**config.mk**
```make
export PLATFORM = sky130hd
export DESIGN_NAME = serial_crc_engine
export DESIGN_NICKNAME = d
export VERILOG_FILES = /design/src/rtl/serial_crc_pkg.sv /design/src/rtl/serial_crc_cfg.sv /design/src/rtl/serial_crc_reg.sv /design/src/rtl/serial_crc_check.sv /design/src/rtl/serial_crc_engine.sv
export SDC_FILE = /design/constraint.sdc
export NUM_CORES = 1
export LEC_CHECK = 0
export CAP_MARGIN = 10
export CELL_PAD_IN_SITES_DETAIL_PLACEMENT = 0
export CELL_PAD_IN_SITES_GLOBAL_PLACEMENT = 1
export CORE_UTILIZATION = 30
export DETAILED_ROUTE_END_ITERATION = 8
export PLACE_DENSITY_LB_ADDON = 0.1
export SYNTH_ARGS = -nofsm -noshare
export SYNTH_HDL_FRONTEND = slang
export SYNTH_SLANG_ARGS = --single-unit
```
**constraint.sdc**
```tcl
create_clock -name clk -period 2.6 [get_ports clk]
set_input_delay 0.26 -clock clk [delete_from_list [all_inputs] [get_ports clk]]
set_output_delay 0.26 -clock clk [all_outputs]
set_load 0.1 [all_outputs]
```
**src/rtl/serial_crc_pkg.sv**
```systemverilog
package serial_crc_pkg;

    // Widest check register supported by the engine
    localparam int MAX_CRC_W   = 8;
    // Width of the length configuration field
    localparam int LEN_FIELD_W = 4;

    typedef enum logic {
        DIR_TX = 1'b0,
        DIR_RX = 1'b1
    } crc_dir_e;

endpackage

```
**src/rtl/serial_crc_cfg.sv**
```systemverilog
module serial_crc_cfg #(
    parameter int CRC_W = serial_crc_pkg::MAX_CRC_W,
    parameter int LEN_W = serial_crc_pkg::LEN_FIELD_W,
    localparam int IDX_W = (CRC_W > 1) ? $clog2(CRC_W) : 1
) (
    input  logic [LEN_W-1:0] cfg_len_i,
    output logic [LEN_W-1:0] len_eff_o,
    output logic [CRC_W-1:0] mask_o,
    output logic [IDX_W-1:0] top_idx_o
);

    localparam logic [LEN_W-1:0] LEN_MAX = LEN_W'(CRC_W);

    // Clamp oversize length requests to the register width
    always_comb begin
        if (cfg_len_i > LEN_MAX) begin
            len_eff_o = LEN_MAX;
        end else begin
            len_eff_o = cfg_len_i;
        end
    end

    // Index of the feedback / output bit; meaningless when length is 0
    assign top_idx_o = IDX_W'(len_eff_o - LEN_W'(1));

    // Bit i is kept only while i lies below the effective length
    for (genvar i = 0; i < CRC_W; i++) begin : g_mask
        assign mask_o[i] = (len_eff_o > LEN_W'(i));
    end

endmodule

```
**src/rtl/serial_crc_reg.sv**
```systemverilog
module serial_crc_reg #(
    parameter int CRC_W = serial_crc_pkg::MAX_CRC_W,
    localparam int IDX_W = (CRC_W > 1) ? $clog2(CRC_W) : 1
) (
    input  logic             clk,
    input  logic             rst_n,
    input  logic             start_i,
    input  logic             upd_data_i,
    input  logic             shift_i,
    input  logic             bit_i,
    input  logic [CRC_W-1:0] seed_i,
    input  logic [CRC_W-1:0] poly_i,
    input  logic [CRC_W-1:0] mask_i,
    input  logic [IDX_W-1:0] top_idx_i,
    output logic [CRC_W-1:0] crc_o,
    output logic             top_bit_o
);

    typedef struct packed {
        logic [CRC_W-1:0] crc;
    } reg_st_t;

    reg_st_t st_d, st_q;
    logic    fb;

    assign top_bit_o = st_q.crc[top_idx_i];
    assign crc_o     = st_q.crc;

    always_comb begin
        st_d = st_q;
        fb   = bit_i ^ top_bit_o;
        if (start_i) begin
            // Reload from the seed
            st_d.crc = seed_i & mask_i;
        end else if (upd_data_i) begin
            // Divide by the polynomial one bit at a time
            st_d.crc = ((st_q.crc << 1) ^ (fb ? poly_i : '0)) & mask_i;
        end else if (shift_i) begin
            // Move the next check bit into the output position
            st_d.crc = (st_q.crc << 1) & mask_i;
        end
    end

    always_ff @(posedge clk or negedge rst_n) begin
        if (!rst_n) begin
            st_q <= '0;
        end else begin
            st_q <= st_d;
        end
    end

    // Idle cycles leave the remainder untouched
    assert_hold_idle_R10: assert property (@(posedge clk) disable iff (!rst_n)
        (!start_i && !upd_data_i && !shift_i) |=> $stable(crc_o));

    // A start pulse leaves no bit at or above the selected length
    assert_seed_masked_R2: assert property (@(posedge clk) disable iff (!rst_n)
        start_i |=> ((crc_o & ~$past(mask_i)) == '0));

endmodule

```
**src/rtl/serial_crc_check.sv**
```systemverilog
module serial_crc_check #(
    parameter int LEN_W = serial_crc_pkg::LEN_FIELD_W
) (
    input  logic             clk,
    input  logic             rst_n,
    input  logic             start_i,
    input  logic             slot_i,
    input  logic             rx_i,
    input  logic             bit_i,
    input  logic             top_bit_i,
    input  logic [LEN_W-1:0] len_eff_i,
    output logic             active_o,
    output logic             accept_o,
    output logic             err_o
);

    typedef struct packed {
        logic [LEN_W-1:0] cnt;
        logic             err;
    } chk_st_t;

    chk_st_t st_d, st_q;

    // Check bits still owed while the count is below the length
    assign active_o = (st_q.cnt < len_eff_i);
    assign accept_o = slot_i && active_o && !start_i;
    assign err_o    = st_q.err;

    always_comb begin
        st_d = st_q;
        if (start_i) begin
            st_d.cnt = '0;
            st_d.err = 1'b0;
        end else if (accept_o) begin
            st_d.cnt = st_q.cnt + LEN_W'(1);
            if (rx_i && (bit_i != top_bit_i)) begin
                st_d.err = 1'b1;
            end
        end
    end

    always_ff @(posedge clk or negedge rst_n) begin
        if (!rst_n) begin
            st_q <= '0;
        end else begin
            st_q <= st_d;
        end
    end

    assert_start_clear_R2: assert property (@(posedge clk) disable iff (!rst_n)
        start_i |=> (!err_o && (st_q.cnt == '0)));

    assert_err_sticky_R6: assert property (@(posedge clk) disable iff (!rst_n)
        (err_o && !start_i) |=> err_o);

    assert_err_only_in_window_R9: assert property (@(posedge clk) disable iff (!rst_n)
        (!err_o && !(accept_o && rx_i)) |=> !err_o);

    assert_len_zero_quiet_R8: assert property (@(posedge clk) disable iff (!rst_n)
        (len_eff_i == '0) |-> !accept_o);

endmodule

```
**src/rtl/serial_crc_engine.sv**
```systemverilog
module serial_crc_engine #(
    parameter int CRC_W = serial_crc_pkg::MAX_CRC_W,
    parameter int LEN_W = serial_crc_pkg::LEN_FIELD_W
) (
    input  logic             clk,
    input  logic             rst_n,
    input  logic             start_i,
    input  logic             bit_valid_i,
    input  logic             bit_i,
    input  logic             crc_phase_i,
    input  logic             rx_mode_i,
    input  logic [LEN_W-1:0] cfg_len_i,
    input  logic [CRC_W-1:0] cfg_poly_i,
    input  logic [CRC_W-1:0] cfg_seed_i,
    output logic             crc_bit_o,
    output logic             crc_err_o
);

    import serial_crc_pkg::*;

    localparam int IDX_W = (CRC_W > 1) ? $clog2(CRC_W) : 1;

    logic [LEN_W-1:0] len_eff;
    logic [CRC_W-1:0] mask;
    logic [IDX_W-1:0] top_idx;
    logic [CRC_W-1:0] crc_val;
    logic             top_bit;
    logic             active;
    logic             accept;
    logic             upd_data;
    logic             is_rx;

    assign is_rx    = (crc_dir_e'(rx_mode_i) == DIR_RX);
    assign upd_data = bit_valid_i && !crc_phase_i && !start_i;

    serial_crc_cfg #(.CRC_W(CRC_W), .LEN_W(LEN_W)) i_cfg (
        .cfg_len_i (cfg_len_i),
        .len_eff_o (len_eff),
        .mask_o    (mask),
        .top_idx_o (top_idx)
    );

    serial_crc_reg #(.CRC_W(CRC_W)) i_reg (
        .clk        (clk),
        .rst_n      (rst_n),
        .start_i    (start_i),
        .upd_data_i (upd_data),
        .shift_i    (accept),
        .bit_i      (bit_i),
        .seed_i     (cfg_seed_i),
        .poly_i     (cfg_poly_i),
        .mask_i     (mask),
        .top_idx_i  (top_idx),
        .crc_o      (crc_val),
        .top_bit_o  (top_bit)
    );

    serial_crc_check #(.LEN_W(LEN_W)) i_check (
        .clk       (clk),
        .rst_n     (rst_n),
        .start_i   (start_i),
        .slot_i    (bit_valid_i && crc_phase_i),
        .rx_i      (is_rx),
        .bit_i     (bit_i),
        .top_bit_i (top_bit),
        .len_eff_i (len_eff),
        .active_o  (active),
        .accept_o  (accept),
        .err_o     (crc_err_o)
    );

    // Serial check output only in transmit direction during the check window
    assign crc_bit_o = !is_rx && crc_phase_i && active && top_bit;

    assert_txbit_window_R5: assert property (@(posedge clk) disable iff (!rst_n)
        crc_bit_o |-> (!rx_mode_i && crc_phase_i));

    assert_data_phase_keeps_err_R6: assert property (@(posedge clk) disable iff (!rst_n)
        (!crc_phase_i && !start_i) |=> (crc_err_o == $past(crc_err_o)));

    assert_remainder_width_R3: assert property (@(posedge clk) disable iff (!rst_n)
        ((crc_val & ~mask) != '0) |-> $past(cfg_len_i) != cfg_len_i || $past(cfg_len_i, 2) != cfg_len_i);

endmodule

```
* Word-level counts from Yosys, hierarchy flattened
Index checks and enable logic that the tools add are counted.
** Word-level totals
- Logic and storage cells :: 48
- Register bits after elaboration :: 13
- Input port bits :: 27
- Output and inout port bits :: 2
** Cells by class
- Bitwise operators :: 5
- Mux-type cells :: 10
- Equality and inequality tests :: 1
- Order comparisons :: 11
- Reductions and logical operators :: 16
- Add/subtract/negate cells :: 2
** Operator list (count)
- 8-bit two-way mux :: 4
- 8-bit bitwise AND :: 3
- 4-bit by 3-bit greater-than comparator with 1-bit output, second input constant :: 4
- 5-bit two-way mux :: 2
- 1-bit logical AND :: 9
- 4-bit by 1-bit greater-than comparator with 1-bit output, second input constant :: 2
- 4-bit by 2-bit greater-than comparator with 1-bit output, second input constant :: 2
- 8-bit XOR :: 1
- 4-bit by 1-bit adder with 4-bit output, second input constant :: 1
- 4-bit greater-than comparator, second input constant :: 1
- 3-bit by 4-bit < comparator with 1-bit output, second input constant :: 1
- 4-bit < comparator :: 1
- 4-bit two-way mux :: 1
- 2-bit nonzero test :: 2
- 1-bit binary-select mux with 3-bit select :: 1
- 1-bit zero test :: 3
- 3-bit nonzero test :: 1
- 3-bit by 1-bit subtractor with 3-bit output, second input constant :: 1
- 1-bit two-way mux :: 2
- 2-bit AND reduction :: 1
- 1-bit inequality test :: 1
- 1-bit XOR :: 1

* Depth between registers and ports, before layout
- Depth after elaboration :: 11
- Mapped depth :: 12
- Mapped depth without buffers :: 11

* Modules after synthesis
Synthesis repeated with hierarchy kept, for this count alone.
** Second synthesis, totals
- Cells, all modules :: 126
- Area, all modules :: 1196.1 µm²
** By module, submodules not included
- serial_crc_reg :: cells each 66, seq. area each 200.2 µm², instances 1, area each 674.4 µm²
- serial_crc_check :: cells each 34, seq. area each 125.1 µm², instances 1, area each 336.6 µm²
- serial_crc_cfg :: cells each 23, seq. area each 0.0 µm², instances 1, area each 160.2 µm²
- serial_crc_engine :: cells each 3, seq. area each 0.0 µm², instances 1, area each 25.0 µm²

* Worst setup path after synthesis
OpenSTA, ideal clock, no wires.
- Path type :: input -> output
- From :: in cfg_len_i[3]
- To :: out crc_bit_o
- Data arrival time :: 3.142 ns
- Path buffers :: 1
- Required time :: 2.340 ns
- Stages on the path :: 11
- Path slack :: -0.802 ns
- Cell sequence :: buf_6 > inv_1 > nand2_1 > ha_1 > inv_1 > ha_1 > inv_1 > a2111oi_1 > nor4_4 > nand2_1 > nor2_1
** Between the ends
- Word-level cells in the longest chain between the ends :: 6
- Elaborated cells between the ends (all ways) :: 8
- Those cells by class :: add/sub (1); order compare (2); mux (3); reduce/logical (2)
** RTL lines
- from (decl) :: RTL line serial_crc_engine.sv:12 : input logic [LEN_W-1:0] cfg_len_i,
- 4-bit greater-than comparator :: RTL line serial_crc_cfg.sv:16 : if (cfg_len_i > LEN_MAX) begin
- 4-bit two-way mux * :: RTL line serial_crc_cfg.sv:16
- 3-bit by 1-bit subtractor with 3-bit output :: RTL line serial_crc_cfg.sv:24 : assign top_idx_o = IDX_W'(len_eff_o - LEN_W'(1));
- 1-bit binary-select mux with 3-bit select :: RTL line serial_crc_reg.sv:26 : assign top_bit_o = st_q.crc[top_idx_i];
- 1-bit two-way mux (not written as such) :: RTL line serial_crc_reg.sv:26
- 1-bit logical AND * :: RTL line serial_crc_engine.sv:73 : assign crc_bit_o = !is_rx && crc_phase_i && active && top_bit;
- to (decl) :: RTL line serial_crc_engine.sv:15 : output logic crc_bit_o,
Mark *: on every way between the ends. The rest lies on a longest branch, timed or not. The select of a mux whose other input is x is not followed.

* Final worst setup path
Ends and elaborated chain as after synthesis.

==> impl_results.md <==
- Largest net degree at the start of global routing: 15
- Final Hold Vio Count: 0
- Setup TNS: 0 ns
- Register area share after synthesis: 27.1%
- DIE AREA: 4260 um2
- Routed wire length per instance: 14.7 um
- Placer congestion estimate: 0.820
- GRT Resource Usage Total: 18.6%
- Overflow after GRT: 0
- Max Slew Vio Count: 0
- Largest family of logic cells by synthesized area: simple AND/OR/NAND/NOR gates
- IO Count: 29
- H-Tree Depth: 1
- P_leak: 0.801 nW
- Global-route wire length before repair: 6050 um
- Clk_skew: 0.00546 ns
- CP Capture Type: output pin
- Fillcell total: 386
- Critical-path cell list: clkdlybuf4s15_1 -> nand2b_4 -> ha_2 -> inv_2 -> ha_4 -> inv_2 -> a2111oi_2 -> buf_4 -> nor4_4 -> buf_4 -> nand2_1 -> nor2_4 -> buf_12
- Fmax: 403 MHz
- DRC viols: 0
- Final min period: 2.48 ns
- Vias: 1243
- Startpoint Class: input pin
- Max cap viols: 0
- CTS tree: yes
- Detailed placement HPWL: 2870 um
- Post-Synth Adder-Cell Area: 8.34%
- Worst Path Max Fanout: 4
- TritonCTS Buffers: 3
- Yosys Warn Count: 0
- Register bit total from synthesis: 13
- Worst skew pair latency: 0.25 ns
- Cells after DPL: 236
- WP buf/inv: 6
- Most common cell after layout, fill and taps aside: buf_4
- Clk buf depth: 2
- Port-buffer cells: 28
- Final instance area: 1860 um2
- Hold Crit Class: input pin to async pin
- Site row count: 22
- Final instance count without filler cells: 241
- Ys flop type: dfrtp_1
- Met1 Use GR: 24.7%
- Starting Density: 32.1%
- CTS Hold Bufs: 0
- Rel. slew slack: 55.1%
- Post-synth EDFFs: 0
- Most frequent cells in the layout: buf_4 (27), clkdlybuf4s50_1 (23), nand2_1 (20)
- Die extent in x: 65.2 um
- # setup viols final: 0
- Core area: 3740 um2
- Pwr per Cell Area: 418 nW/um2
- Setup CP Type: input pin to output pin
- Sink Count: 13
- Drt total wl: 3540 um
- Peak supply drop: 0.157 mV
- GRT met2 Usage: 31.1%
- Vias in the first global route: 1270
- Distinct cell type count after synthesis: 48
- Fraction of layout cells with a size suffix above 1: 29.5%
- Final ANT Viol Nets: 0
- Multiplexer area fraction after synthesis: 3.34%
- Syn Nets: 175
- Area grow syn2layout: 54.6%
- Clk slew on worst S/H paths: 0.06 ns
- Die span in y: 65.2 um
- Synth Area in Compound Gates: 22.2%
- Iter 0 DRT Violations: 67
- CP peak stage delay: 0.27 ns
- Crit path max-delay cell type: clkdlybuf4s15_1
- Syn avg cell area: 8.57 um2
- Simple-gate share of the synthesized area: 27.0%
- Crit path arrival time: 2.22 ns
- Clock Tree Root: clkbuf_8
- Cells after Synth: 140
- Post-detailed-route via-to-cell ratio: 5.16
- Met3 usage: 3.65%
- Required time of the critical path: 2.34 ns
- Placed Area: 1740 um2
- Status: complete, no violations
- Initial antenna violation count: 0
- Worst-margin pin slew: 0.671 ns
- NumNets Final: 229
- Layout Utilization: 49.6%
- RSZ-0062 raised after global routing: false
- Largest delay share family, worst path: buffers and inverters
- XOR/XNOR Fraction of Synth Area: 6.67%
- GRT Max-Usage Layer: met2
- Period utilisation layout: 95.4%
- Pre-Repair DR Iteration Count: 4
- Asr flop ratio synth: 100%
- N_diodes: 0
- Cell Area, Synth: 1200 um2
## worst reg2reg max path: stages, from the launching register on
cell       delay [ns]
dfrtp_1          0.42
and3b_2          0.24
a2111oi_2        0.32
buf_4            0.17
nor4_4           0.04
buf_4            0.13
buf_4            0.14
xor2_4           0.18
a311oi_1         0.13
o41ai_2          0.31
## Yosys cell counts, drive strengths merged (3+ instances only)
cell | n | area (um2)
a2111oi | 4 | 40.0
a21oi | 5 | 25.0
and3b | 4 | 36.3
clkbuf | 4 | 15.0
dfrtp | 13 | 325
ha | 8 | 100
inv | 10 | 37.5
mux2i | 4 | 40.0
nand2 | 21 | 78.8
nand3 | 6 | 30.0
nand4 | 3 | 18.8
nor2 | 10 | 37.5
nor3b | 3 | 27.5
o21ai | 4 | 20.0
xnor2 | 4 | 35.0
xor2 | 3 | 45.1
## sequential cells by signal (all words and copies together), names as in the netlist
| name | flops |
|---|---|
| i_reg.crc_o | 8 |
| i_check.st_q | 4 |
| i_check.err_o | 1 |
## where the power goes
part	internal [W]	total [W]	switching [W]
Combinational	0.000181	0.000343	0.000162
Clock	0.000109	0.000186	0.0000779
Sequential	0.000222	0.000246	0.0000239
## per-stage QoR
step	worst slack, ns	hold WS, ns	power (W)
after CTS	0.0166	0.436	0.000778
after detailed placement	-0.416	0.508	0.000562
after global placement	-0.309	0.486	0.000557
after floorplan	0.00875	-0.0356	0.000406
final	0.119	0.421	0.000776
after global routing	0.0213	0.476	0.000826
## final timing paths
check,from,endpoint,slack [ns],cells past startpoint
setup / recovery,cfg_len_i[3],crc_bit_o,0.12,13
hold / removal,rst_n,i_reg.crc_o[4],0.42,1
setup reg to reg,i_reg.crc_o[6],i_reg.crc_o[5],0.41,9
hold reg to reg,i_check.err_o,i_check.err_o,0.52,2
max in group asynchronous,rst_n,i_reg.crc_o[5],1.75,1
min in group clk,i_check.err_o,i_check.err_o,0.52,2
## metal layers
metal	up-vias	wire length (um)
met5	-	0
met2	25	1620
li1	621	-
met3	4	164
met1	593	1720
met4	0	29
## what timing repair did
item,4_1_cts,5_1_grt
pin swaps,1,3
setup endpoints to repair,10,7
gates resized for setup,10,9
buffers inserted,2,0
## layout make-up
type,instances,area [um2],area share [%]
well taps,48,60.1,3.24
repair buffers,54,484,26.1
flip-flops and latches,13,325,17.5
multi-input cells,112,901,48.6
clock buffers,4,45.0,2.43
inverters,10,40.0,2.16
## cell families after synthesis
kind of cell / count (synthesis)
AND/OR/NAND/NOR: 59
AO/OA/AOI/OAI: 34
buffers and inverters: 15
flip-flops: 13
adder cells (fa/ha/maj): 8
XOR/XNOR: 7
multiplexers: 4
(Power assumes the default switching activity.)
